[src/rtl/ssc_pkg.sv]
package ssc_pkg;
   typedef enum logic [1:0] {
      SEG_HOLD  = 2'd0,
      SEG_CLEAR = 2'd1,
      SEG_SHIFT = 2'd2,
      SEG_LOAD  = 2'd3
   } seg_op_e;
endpackage

[src/rtl/ssc_mode_watch.sv]
module ssc_mode_watch (
   input  logic clk,
   input  logic rst_n,
   input  logic test_mode,
   output logic clr_o
);
   logic mode_q;
   logic seen_q;

   always_ff @(posedge clk or negedge rst_n) begin
      if (!rst_n) begin
         mode_q <= 1'b0;
         seen_q <= 1'b0;
      end else begin
         mode_q <= test_mode;
         seen_q <= 1'b1;
      end
   end

   assign clr_o = test_mode ^ mode_q;

   AST_SWITCH_SEEN: assert property (@(posedge clk) disable iff (!rst_n)
      (seen_q && (test_mode != $past(test_mode))) |-> clr_o);
endmodule

[src/rtl/ssc_seg.sv]
module ssc_seg
   import ssc_pkg::*;
#(
   parameter int W = 32
) (
   input  logic         clk,
   input  logic         rst_n,
   input  seg_op_e      op,
   input  logic [W-1:0] load_val,
   input  logic         ser_in,
   output logic [W-1:0] q,
   output logic         ser_out
);
   logic [W-1:0] shifted;

   generate
      if (W < 1) begin : g_bad_w
         $error("ssc_seg: W must be at least 1");
      end
      if (W == 1) begin : g_one
         assign shifted = ser_in;
      end else begin : g_many
         assign shifted = {q[W-2:0], ser_in};
      end
   endgenerate

   always_ff @(posedge clk or negedge rst_n) begin
      if (!rst_n) begin
         q <= '0;
      end else begin
         case (op)
            SEG_CLEAR: q <= '0;
            SEG_SHIFT: q <= shifted;
            SEG_LOAD:  q <= load_val;
            default:   q <= q;
         endcase
      end
   end

   assign ser_out = q[W-1];
endmodule

[src/rtl/secure_scan_ctrl.sv]
module secure_scan_ctrl
   import ssc_pkg::*;
#(
   parameter int KEY_W   = 32,
   parameter int STATE_W = 32
) (
   input  logic               clk,
   input  logic               rst_n,
   input  logic               test_mode,
   input  logic               scan_en,
   input  logic               scan_in,
   input  logic [KEY_W-1:0]   key_in,
   input  logic               key_load,
   input  logic [STATE_W-1:0] func_data,
   output logic               scan_out,
   output logic [KEY_W-1:0]   key_out,
   output logic [STATE_W-1:0] state_out
);
   localparam int CHAIN_W = KEY_W + STATE_W;

   generate
      if (KEY_W < 1 || STATE_W < 1) begin : g_bad_w
         $error("secure_scan_ctrl: segment widths must be positive");
      end
      if (CHAIN_W < 2) begin : g_bad_chain
         $error("secure_scan_ctrl: chain too short");
      end
   endgenerate

   logic         clr;
   logic         shift_req;
   seg_op_e      key_op;
   seg_op_e      state_op;
   logic [KEY_W-1:0] key_val;
   logic         state_msb;
   logic         key_msb;

   ssc_mode_watch u_watch (
      .clk       (clk),
      .rst_n     (rst_n),
      .test_mode (test_mode),
      .clr_o     (clr)
   );

   assign shift_req = test_mode & scan_en;
   assign key_val   = test_mode ? '0 : key_in;

   always_comb begin
      if (clr)            key_op = SEG_CLEAR;
      else if (shift_req) key_op = SEG_SHIFT;
      else if (key_load)  key_op = SEG_LOAD;
      else                key_op = SEG_HOLD;
   end

   always_comb begin
      if (clr)            state_op = SEG_CLEAR;
      else if (shift_req) state_op = SEG_SHIFT;
      else                state_op = SEG_LOAD;
   end

   ssc_seg #(.W(STATE_W)) u_state (
      .clk      (clk),
      .rst_n    (rst_n),
      .op       (state_op),
      .load_val (func_data),
      .ser_in   (scan_in),
      .q        (state_out),
      .ser_out  (state_msb)
   );

   ssc_seg #(.W(KEY_W)) u_key (
      .clk      (clk),
      .rst_n    (rst_n),
      .op       (key_op),
      .load_val (key_val),
      .ser_in   (state_msb),
      .q        (key_out),
      .ser_out  (key_msb)
   );

   assign scan_out = clr ? 1'b0 : key_msb;

   AST_CLEAR_WIPES: assert property (@(posedge clk) disable iff (!rst_n)
      clr |=> (key_out == '0 && state_out == '0));
   AST_SO_DARK: assert property (@(posedge clk) disable iff (!rst_n)
      clr |-> !scan_out);
   AST_NO_KEY_IN_TEST: assert property (@(posedge clk) disable iff (!rst_n)
      (test_mode && !scan_en && key_load && !clr) |=> key_out == '0);
   AST_FUNC_KEY_LOAD: assert property (@(posedge clk) disable iff (!rst_n)
      (!test_mode && key_load && !clr) |=> key_out == $past(key_in));
   AST_FUNC_NO_SHIFT: assert property (@(posedge clk) disable iff (!rst_n)
      (!test_mode && !clr) |=> state_out == $past(func_data));
   AST_FUNC_KEY_HOLD: assert property (@(posedge clk) disable iff (!rst_n)
      (!test_mode && !clr && !key_load) |=> $stable(key_out));
   AST_SHIFT_ENTRY: assert property (@(posedge clk) disable iff (!rst_n)
      (test_mode && scan_en && !clr) |=> state_out[0] == $past(scan_in));
   AST_SHIFT_JOIN: assert property (@(posedge clk) disable iff (!rst_n)
      (test_mode && scan_en && !clr) |=> key_out[0] == $past(state_out[STATE_W-1]));
endmodule

[config.mk]
export PLATFORM = sky130hd
export DESIGN_NAME = secure_scan_ctrl
export DESIGN_NICKNAME = d
export VERILOG_FILES = /design/src/rtl/ssc_pkg.sv /design/src/rtl/ssc_mode_watch.sv /design/src/rtl/ssc_seg.sv /design/src/rtl/secure_scan_ctrl.sv
export SDC_FILE = /design/constraint.sdc
export NUM_CORES = 1
export LEC_CHECK = 0
export BUFFER_PORTS_ARGS = -buffer_cell sky130_fd_sc_hd__buf_2
export CAP_MARGIN = 20
export CORE_AREA = 2 2 77 108
export CTS_CLUSTER_SIZE = 10
export DETAILED_ROUTE_END_ITERATION = 12
export DIE_AREA = 0 0 79 110
export PLACE_DENSITY_LB_ADDON = 0.15
export SYNTH_ARGS = -nofsm -noshare
export SYNTH_HDL_FRONTEND = slang
export SYNTH_HIERARCHICAL = 1
export SYNTH_SLANG_ARGS = --single-unit
[constraint.sdc]
create_clock -name clk -period 4.01 [get_ports clk]
set_clock_uncertainty 0.2 [all_clocks]
set_input_delay 0.802 -clock clk [delete_from_list [all_inputs] [get_ports clk]]
set_output_delay 0.802 -clock clk [all_outputs]
set_load 0.02 [all_outputs]
==> results of run 1 <==
-- cells by family (layout without fill, tap and decap cells) --
family	Yosys count	in the layout
AND/OR/NAND/NOR	100	100
XOR/XNOR	1	1
AO/OA/AOI/OAI	4	4
buffers and inverters	28	159
multiplexers	126	126
flip-flops	65	65
-- metal layers --
metal / routed length [um] / share of wire, %
met1: 3480 / 44
met2: 3860 / 48
met3: 474 / 5.9
met4: 160 / 2.0
met5: 0 / 0
-- worst max-delay path, cell delays in order --
cell and delay, ns:
buf_2 0.10, buf_4 0.35, nand3_2 0.62, buf_4 0.46, mux2i_1 0.18, mux2i_1 0.10
-- synth_stat cells --
library cell	number
clkbuf_1	4
nand2_1	1
a22o_1	2
a21o_1	1
nor2b_1	31
mux2_4	2
buf_2	10
mux2i_1	124
inv_1	1
nand3_1	1
buf_6	8
nor2_1	2
buf_4	5
and2b_1	2
xor2_1	1
nand2b_1	62
dfrtp_1	65
a21oi_2	1
nor2_2	1
-- cell usage in the layout (no fill, tap or decap), drive strengths merged --
cell type,count
buf,143
nor2,3
mux2,2
clkinv,3
dfrtp,65
xor2,1
nand3,1
inv,1
a21oi,1
nand2,1
clkbuf,12
and2b,2
nor2b,31
a21o,1
a22o,2
nand2b,62
mux2i,124
-- area by class of cell --
cell class	instances	area share (%)
Multi-Input combinational cell	231	42.1
Sequential cell	65	35.2
Timing Repair Buffer	143	16.0
Clock buffer	12	3.58
Tap cell	100	2.71
Clock inverter	3	0.325
Inverter	1	0.0813
-- worst min path at each step --
stage / start / endpoint / slack, ns
detailed placement: u_state/q[31]$_DFFE_PN0P_ / u_state/q[31]$_DFFE_PN0P_ / 0.32
global route: u_key/q[31]$_DFFE_PN0P_ / u_key/q[31]$_DFFE_PN0P_ / 0.36
finish: rst_n / u_key/q[19]$_DFFE_PN0P_ / 0.32
floorplan: u_key/q[31]$_DFFE_PN0P_ / u_key/q[31]$_DFFE_PN0P_ / 0.28
CTS: rst_n / u_key/q[24]$_DFFE_PN0P_ / 0.33
global placement: u_state/q[31]$_DFFE_PN0P_ / u_state/q[31]$_DFFE_PN0P_ / 0.31
-- flip-flops by register name, summed over array words and instances, names as in the netlist --
signal	cells
u_key/q	32
u_state/q	32
u_watch/mode_q	1
-- stage by stage --
stage	std cells	instance area (um2)	power, uW
3_5_place_dp	540	4440	1170
3_3_place_gp	540	4440	1170
5_1_grt	555	4620	1750
2_1_floorplan	324	3760	1040
6_report	555	4620	1660
4_1_cts	555	4620	1690
-- power groups by stage --
stage | Combinational (uW) | Clock (uW) | Sequential (uW)
after floorplan | 215 | 0 | 825
after global placement | 400 | 0 | 765
after detailed placement | 404 | 0 | 767
after CTS | 405 | 525 | 756
after global routing | 431 | 554 | 763
final | 398 | 508 | 755
==> flow_summary.ini, run 1 <==
[grt]
grt_pass1_vias = 2645
antenna_found_initial = 0
grt_pass1_wl_um = 12900
met1_usage_pct = 24.0
met2_usage_pct = 31.4
met3_usage_pct = 3.58
grt_max_degree = 37
grt_use_total_pct = 19.1
gr-max-usage-layer = met2
grt_overflow = 0

[run]
maxCapViolCount = 0

[drt]
via_per_inst = 4.94
drtPass1Iterations = 4
drt_iter0_drc = 150
drtAntennaViolNets = 0
avgRoutedWirePerCell_um = 14.4
route.detailed.drc = 0
wirelength_um = 7970
vias = 2739

[synthesis]
synth_top_area_share_pct = 43.3
synthAdderAreaFrac_pct = 0
synth_seq_cells = 65
synth_largest_area_cell = dfrtp_1
ys_warn_count = 6
syn_area_um2 = 3760
synthMuxAreaShare_pct = 33.8
synthCells = 324
syn_area_per_cell_um2 = 11.6
synth_cell_types = 19
synth_top_family_by_area = multiplexers
ys_seq_area_share_pct = 43.3
synth-simple-area-share_pct = 16.5
synth_compound_area_share_pct = 0.899
syn_nets = 394
synth.area.top_cells = dfrtp_1, mux2i_1, nand2b_1
synth-xor-area-share_pct = 0.233

[power_and_ir_drop]
irDropWorstVdd_mv = 0.223
seqPwrFrac_pct = 45.5
p_sw_share_pct = 30.5
cellInternalPower_uw = 1160
share_comb_of_total_power_pct = 24.0
p_per_area_nw_per_um2 = 360
p_clk_share_pct = 30.6
p_sw_uw = 506
cellLeakagePower_uw = 0.00264

[floorplan]
rows = 38
core-area_um2 = 7700
die_w_um = 79
num_io_pins = 135
die_h_um = 110
dieArea_um2 = 8690
initial_core_util_pct = 48.8

[critical_path]
cp-endpoint = u_state/q[30]$_DFFE_PN0P_
r2r-end = u_state/q[30]$_DFFE_PN0P_
r2r_cells = 6
worstReg2RegStart = u_watch/mode_q$_DFF_PN0_
worstSetupEndpointType = flop
critical_path_arrival_ns = 2.62
critical_path_class = in2reg
regToRegSetupSlack_ns = 1.61
crit_fanout = 36
cp.required_ns = 4.00
critPathLaunch = test_mode
crit_path_start_kind = input pin

[sta]
fmax_mhz = 381
final_hold_viol_count = 0
period_needed_ns = 2.63
worst_pin_slew_ns = 0.750
fin_ws_ns = 1.38
tns_ns = 0
relSlewSlack_pct = 50.0
setup_viol = 0
drv_slew = 0
hold-worst-slack_ns = 0.323
rsz0062_at_grt = no
period_share_pct = 65.5

[place]
dp_hpwl_um = 5710
dp_slack_ns = 1.03
portBuffers = 134
gp_congestion = 0.738

[layout]
final_net_count = 521
multi_input_area_um2 = 1940
n_antenna_cell = 0
seqCellArea_um2 = 1630
utilization_pct = 60.0
syn_to_final_growth_pct = 23.0
drive_gt1_share_pct = 36.3
nFillCells = 714

[clock_tree]
clkTransAtPathRegs_ns = 0.07
ctsRootBufferMaster = clkbuf_8
cts_tree = yes
cts_hold_buffers = 0
cts_buffers = 9
cts_setup_buffers = 0
cts.repair.resized = 0
clock-sinks = 65
clk_latency_ns = 0.34
cts_max_path_buffers = 2
cts-htree-levels = 3

[worst_hold_path]
min_path_type = in2async

[status]
status = finished clean
No activity file was read; power rests on OpenSTA's default activity.
==> run 2, diff against run 1 <==
ABC_AREA = 1   (was default)
CORE_AREA = 2 2 84 119   (was 2 2 77 108)
DIE_AREA = 0 0 86 121   (was 0 0 79 110)
clock period = 2.2 ns   (was 4.01 ns; I/O delays follow)
==> run 2 against run 1 <==
- synthesized cell count is 37% higher
- power increased by 120%
- hold slack worse by 0.15 ns
- critical path depth is 2 higher
- via count is 29% higher
- register-to-register slack worse by 1.4 ns
- global-route usage rose by 0.30 points
- first-iteration DRC count is 25% lower
- core utilization fell by 5.2 points
- sequential share of layout area is 3.3 points lower
- largest cell class unchanged
==> flow_summary.ini, run 2 <==
[status]
status = finished clean

[synthesis]
synth-main-ff-cell = dfrtp_1
synth_edf_count = 0
synth.area.top_cells = dfrtp_1, nand3_2, nand3_1
syn_area_per_cell_um2 = 9.71
synthTopCellsByCount = nand3_2, nand2_1, nand3_1, dfrtp_1, inv_1
synth_cell_types = 15
synth_top_area_share_pct = 37.8
synthArstFlopShare_pct = 100
synthCells = 443
ys_warn_count = 6
syn_nets = 513
synth_largest_area_cell = dfrtp_1
synth_seq_cells = 65
ys_seq_area_share_pct = 37.8
yosysMostFrequentCell = nand3_2
syn_area_um2 = 4300

[power_and_ir_drop]
p_clk_share_pct = 42.5
irDropWorstVdd_mv = 0.453
p_per_area_nw_per_um2 = 721
seqPwrFrac_pct = 37.8
cellLeakagePower_uw = 0.00286
share_comb_of_total_power_pct = 19.6
p_sw_share_pct = 29.4
cellInternalPower_uw = 2600
p_sw_uw = 1080

[place]
dp_slack_ns = -0.0884
gp_congestion = 0.772
dp.cells = 661
dp_hpwl_um = 6670
portBuffers = 134

[drt]
vias = 3537
avgRoutedWirePerCell_um = 14.4
drtPass1Iterations = 5
route.detailed.drc = 0
drt_iter0_drc = 112
wirelength_um = 9760
drtAntennaViolNets = 0
via_per_inst = 5.22

[layout]
final_net_count = 633
reg_top3 = u_key/q: 32 flops, u_state/q: 32 flops, u_watch/mode_q: 1 flops
nFillCells = 889
layout_commonest_cell = buf_2
utilization_pct = 54.8
drive_gt1_share_pct = 52.3
multi_input_area_um2 = 2020
syn_to_final_growth_pct = 18.4
n_antenna_cell = 0
final_cell_mix = buf_2, nand3_2, nand2_1, nand3_1, dfrtp_1
seqCellArea_um2 = 1630
fin_cells = 678

[sta]
setup_viol = 0
hold-worst-slack_ns = 0.168
tns_ns = 0
relSlewSlack_pct = 47.2
final_hold_viol_count = 0
period_needed_ns = 1.96
fmax_mhz = 510
period_share_pct = 89.1
worst_pin_slew_ns = 0.792
rsz0062_at_grt = no
drv_slew = 0
fin_ws_ns = 0.240

[grt]
grt_use_total_pct = 19.4
antenna_found_initial = 0
grt_max_degree = 66
grt_overflow = 0
grt_pass1_vias = 3438
grt_pass1_wl_um = 16200

[run]
maxCapViolCount = 0

[floorplan]
dieArea_um2 = 10400
die_w_um = 86
initial_core_util_pct = 46.3
die_h_um = 121
core-area_um2 = 9300
num_io_pins = 135
rows = 42

[clock_tree]
ctsRootBufferMaster = clkbuf_16
clock-sinks = 65
cts_buffers = 9
clkTransAtPathRegs_ns = 0.06
cts-htree-levels = 3
cts_max_path_buffers = 2
clk_latency_ns = 0.33
cts_tree = yes

[critical_path]
critical_path_arrival_ns = 2.02
critical_path_class = reg2reg
crit_fanout = 32
worstSetupEndpointType = flop
crit_path_start_kind = flop
cp.required_ns = 2.26

[worst_hold_path]
min_path_type = in2reg
[run 2: area by class of cell]
type                       count  share of cell area, %
sequential                    65                   31.9
timing repair buffer         149                   16.4
clock buffer                  11                   4.96
inverter                      38                   2.90
multi-input combinational    300                   39.6
clock inverter                 5                   1.52
tap                          110                   2.70
[run 2: timing repair]
item / 4_1_cts / 5_1_grt
hold buffers: 1 / 0
setup buffers: 0 / 0
setup endpoints to repair: 0 / 16
hold endpoints to repair: 65 / 0
resized for setup: 0 / 1
[run 2: critical path, stage by stage, from the launching register on]
cell and delay, ns:
dfrtp_1 0.35, inv_1 0.05, nand2_1 0.06, nand2_1 0.07, inv_2 0.11, nand3_2 0.18, nor2_4 0.61, nand2_1 0.16
nand3_2 0.10
[run 2: final timing paths]
| kind | depth (start not counted) | slack (ns) | end | start |
|---|---|---|---|---|
| hold reg to reg | 2 | 0.30 | u_state/q[27]$_DFFE_PN0P_ | u_state/q[27]$_DFFE_PN0P_ |
| min in group asynchronous | 3 | 0.46 | u_state/q[0]$_DFFE_PN0P_ | rst_n |
| hold / removal | 3 | 0.17 | u_state/q[0]$_DFFE_PN0P_ | scan_in |
| setup reg to reg | 8 | 0.24 | u_state/q[14]$_DFFE_PN0P_ | u_watch/mode_q$_DFF_PN0_ |
| setup / recovery | 8 | 0.24 | u_state/q[14]$_DFFE_PN0P_ | u_watch/mode_q$_DFF_PN0_ |
| max in group asynchronous | 3 | 1.01 | u_key/q[2]$_DFFE_PN0P_ | rst_n |
[run 2: stage by stage]
step / power [uW] / instance area, um2
2_1_floorplan: 1960 / 4300
3_3_place_gp: 2130 / 4750
3_5_place_dp: 2140 / 4750
4_1_cts: 3740 / 5090
5_1_grt: 3840 / 5090
6_report: 3670 / 5090
[run 2: cell families (layout without fill, tap and decap cells)]
family | Yosys count | in the layout | synth area share, %
buf+inv | 78 | 203 | 15.5
flops | 65 | 65 | 37.8
simple gates | 300 | 300 | 46.7
[run 2: per-layer routing]
layer,global-route usage (%),routed length [um],vias to the layer above
met4,9.82,273,0
met1,23.4,4040,1720
met2,33.3,5000,99
li1,-,-,1700
met3,2.59,448,18
met5,0,0,-
[run 2: power groups by stage]
| stage | Sequential (uW) | Combinational (uW) | Clock (uW) |
|---|---|---|---|
| global placement | 1410 | 721 | 0 |
| finish | 1390 | 721 | 1560 |
| CTS | 1390 | 732 | 1610 |
| global route | 1400 | 790 | 1650 |
| floorplan | 1510 | 452 | 0 |
| detailed placement | 1410 | 729 | 0 |
==> run 3, diff against run 2 <==
PLACE_DENSITY = 0.78   (was default)
PLACE_DENSITY_LB_ADDON = default   (was 0.15)
==> run 3 against run 2 <==
- first-iteration DRC count is 7.1% lower
- clock power down 17%
- hold slack hardly changed
- non-clock buffer count fell by 3
- largest power group is now registers
- register-to-register slack hardly changed
- final cell count decreased by 0.44%
- critical path type unchanged
==> flow_summary.ini, run 3 (synthesis gave the netlist of run 2 again) <==
[power_and_ir_drop]
cellLeakagePower_uw = 0.00281
p_per_area_nw_per_um2 = 679
total_power_uw = 3400
irDropWorstVdd_mv = 0.354

[critical_path]
worstSetupEndpointType = flop
critical_path_class = reg2reg
worstReg2RegStart = u_watch/mode_q$_DFF_PN0_
r2r-end = u_state/q[16]$_DFFE_PN0P_
regToRegSetupSlack_ns = 0.24
critPathLaunch = u_watch/mode_q$_DFF_PN0_
cp-endpoint = u_state/q[16]$_DFFE_PN0P_
crit_fanout = 32
crit_path_start_kind = flop
critical_path_arrival_ns = 2.03
r2r_cells = 8
cp.required_ns = 2.27

[grt]
grt_max_degree = 66
met1_usage_pct = 23.0
grt_pass1_vias = 3503
gr-max-usage-layer = met2
grt_overflow = 0
met2_usage_pct = 33.6
grt_use_total_pct = 19.1
met3_usage_pct = 2.86
grt_pass1_wl_um = 16100
antenna_found_initial = 0

[clock_tree]
cts_tree = yes
clkTransAtPathRegs_ns = 0.06
ctsRootBufferMaster = clkbuf_16
cts_buffers = 9
cts-htree-levels = 3
cts_max_path_buffers = 2
clock-sinks = 65
clk_latency_ns = 0.33

[layout]
final_net_count = 630
finish.instance_area_um2 = 5000
drive_gt1_share_pct = 52.0
syn_to_final_growth_pct = 16.2
fin_cells = 675
n_antenna_cell = 0
reg_top3 = u_key/q: 32 flops, u_state/q: 32 flops, u_watch/mode_q: 1 flops
final_cell_mix = buf_2, nand3_2, nand2_1, nand3_1, dfrtp_1
layout_commonest_cell = buf_2

[worst_hold_path]
whs_path_depth = 3
min_path_type = in2reg

[sta]
fin_ws_ns = 0.236
drv_slew = 0
period_needed_ns = 1.96
worst_pin_slew_ns = 0.684
final_hold_viol_count = 0
rsz0062_at_grt = no
period_share_pct = 89.3
relSlewSlack_pct = 54.3
setup_viol = 0
hold-worst-slack_ns = 0.168
fmax_mhz = 509

[floorplan]
initial_core_util_pct = 46.3
num_io_pins = 135
rows = 42
die_w_um = 86
dieArea_um2 = 10400
core-area_um2 = 9300
die_h_um = 121

[drt]
wirelength_um = 9610
vias = 3520
route.detailed.drc = 0
via_per_inst = 5.21
drt_iter0_drc = 104
drtAntennaViolNets = 0
avgRoutedWirePerCell_um = 14.2
drtPass1Iterations = 4

[place]
portBuffers = 134
dp.cells = 658
dp_slack_ns = -0.0769
dp_hpwl_um = 6590
gp_congestion = 0.754
dpl_cell_area_um2 = 4710

[run]
maxCapViolCount = 0

[status]
status = finished clean
run 3: cell count changes in the layout (fill, tap and decap cells not counted):
cell / delta
buf_4: -2
bufinv_16: -2
clkbuf_8: -2
clkinv_4: +2
buf_12: -1
clkinv_2: +1
clkinvlp_4: +1
run 3: routing by layer:
metal	share of wire (%)	vias up
met5	0	-
met4	1.6	0
met3	5.7	12
met2	52	115
met1	41	1703
li1	-	1690
run 3: worst min path at each step:
stage / from / to / slack, ns
3_3_place_gp: rst_n / u_state/q[0]$_DFFE_PN0P_ / 0.29
2_1_floorplan: rst_n / u_key/q[0]$_DFFE_PN0P_ / -0.06
6_report: func_data[25] / u_state/q[25]$_DFFE_PN0P_ / 0.17
5_1_grt: func_data[9] / u_state/q[9]$_DFFE_PN0P_ / 0.17
4_1_cts: func_data[9] / u_state/q[9]$_DFFE_PN0P_ / 0.16
3_5_place_dp: rst_n / u_state/q[1]$_DFFE_PN0P_ / 0.29
run 3: area by class of cell:
cell class / instances / area, um2
clock buffers: 9 / 225
clock inverters: 7 / 47.5
fillers: 846 / 4300
inverters: 38 / 148
multi-input cells: 300 / 2020
flip-flops and latches: 65 / 1630
well taps: 110 / 138
repair buffers: 146 / 801
run 3: what timing repair did:
item,CTS,global route
setup buffers,0,0
hold endpoints to repair,65,0
hold buffers,1,0
setup endpoints to repair,0,10
gates resized for setup,0,1
run 3: power breakdown:
group          internal, uW  switching [uW]
combinational           248             464
sequential             1290            96.7
clock                   758             535
total                  2300            1100
run 3: per-stage QoR:
stage                      TNS (ns)  util, %
after global placement    -0.000274     50.7
after floorplan                   0        -
after detailed placement      -1.61     50.7
after CTS                         0     53.7
after global routing              0     53.8
final                             0     53.8
run 3: critical path, stage by stage (launching register included):
cell	delay, ns
dfrtp_1	0.35
inv_1	0.05
nand2_1	0.06
nand2_1	0.08
inv_2	0.13
nand3_2	0.18
nor2_4	0.58
nand2_1	0.16
nand3_2	0.09
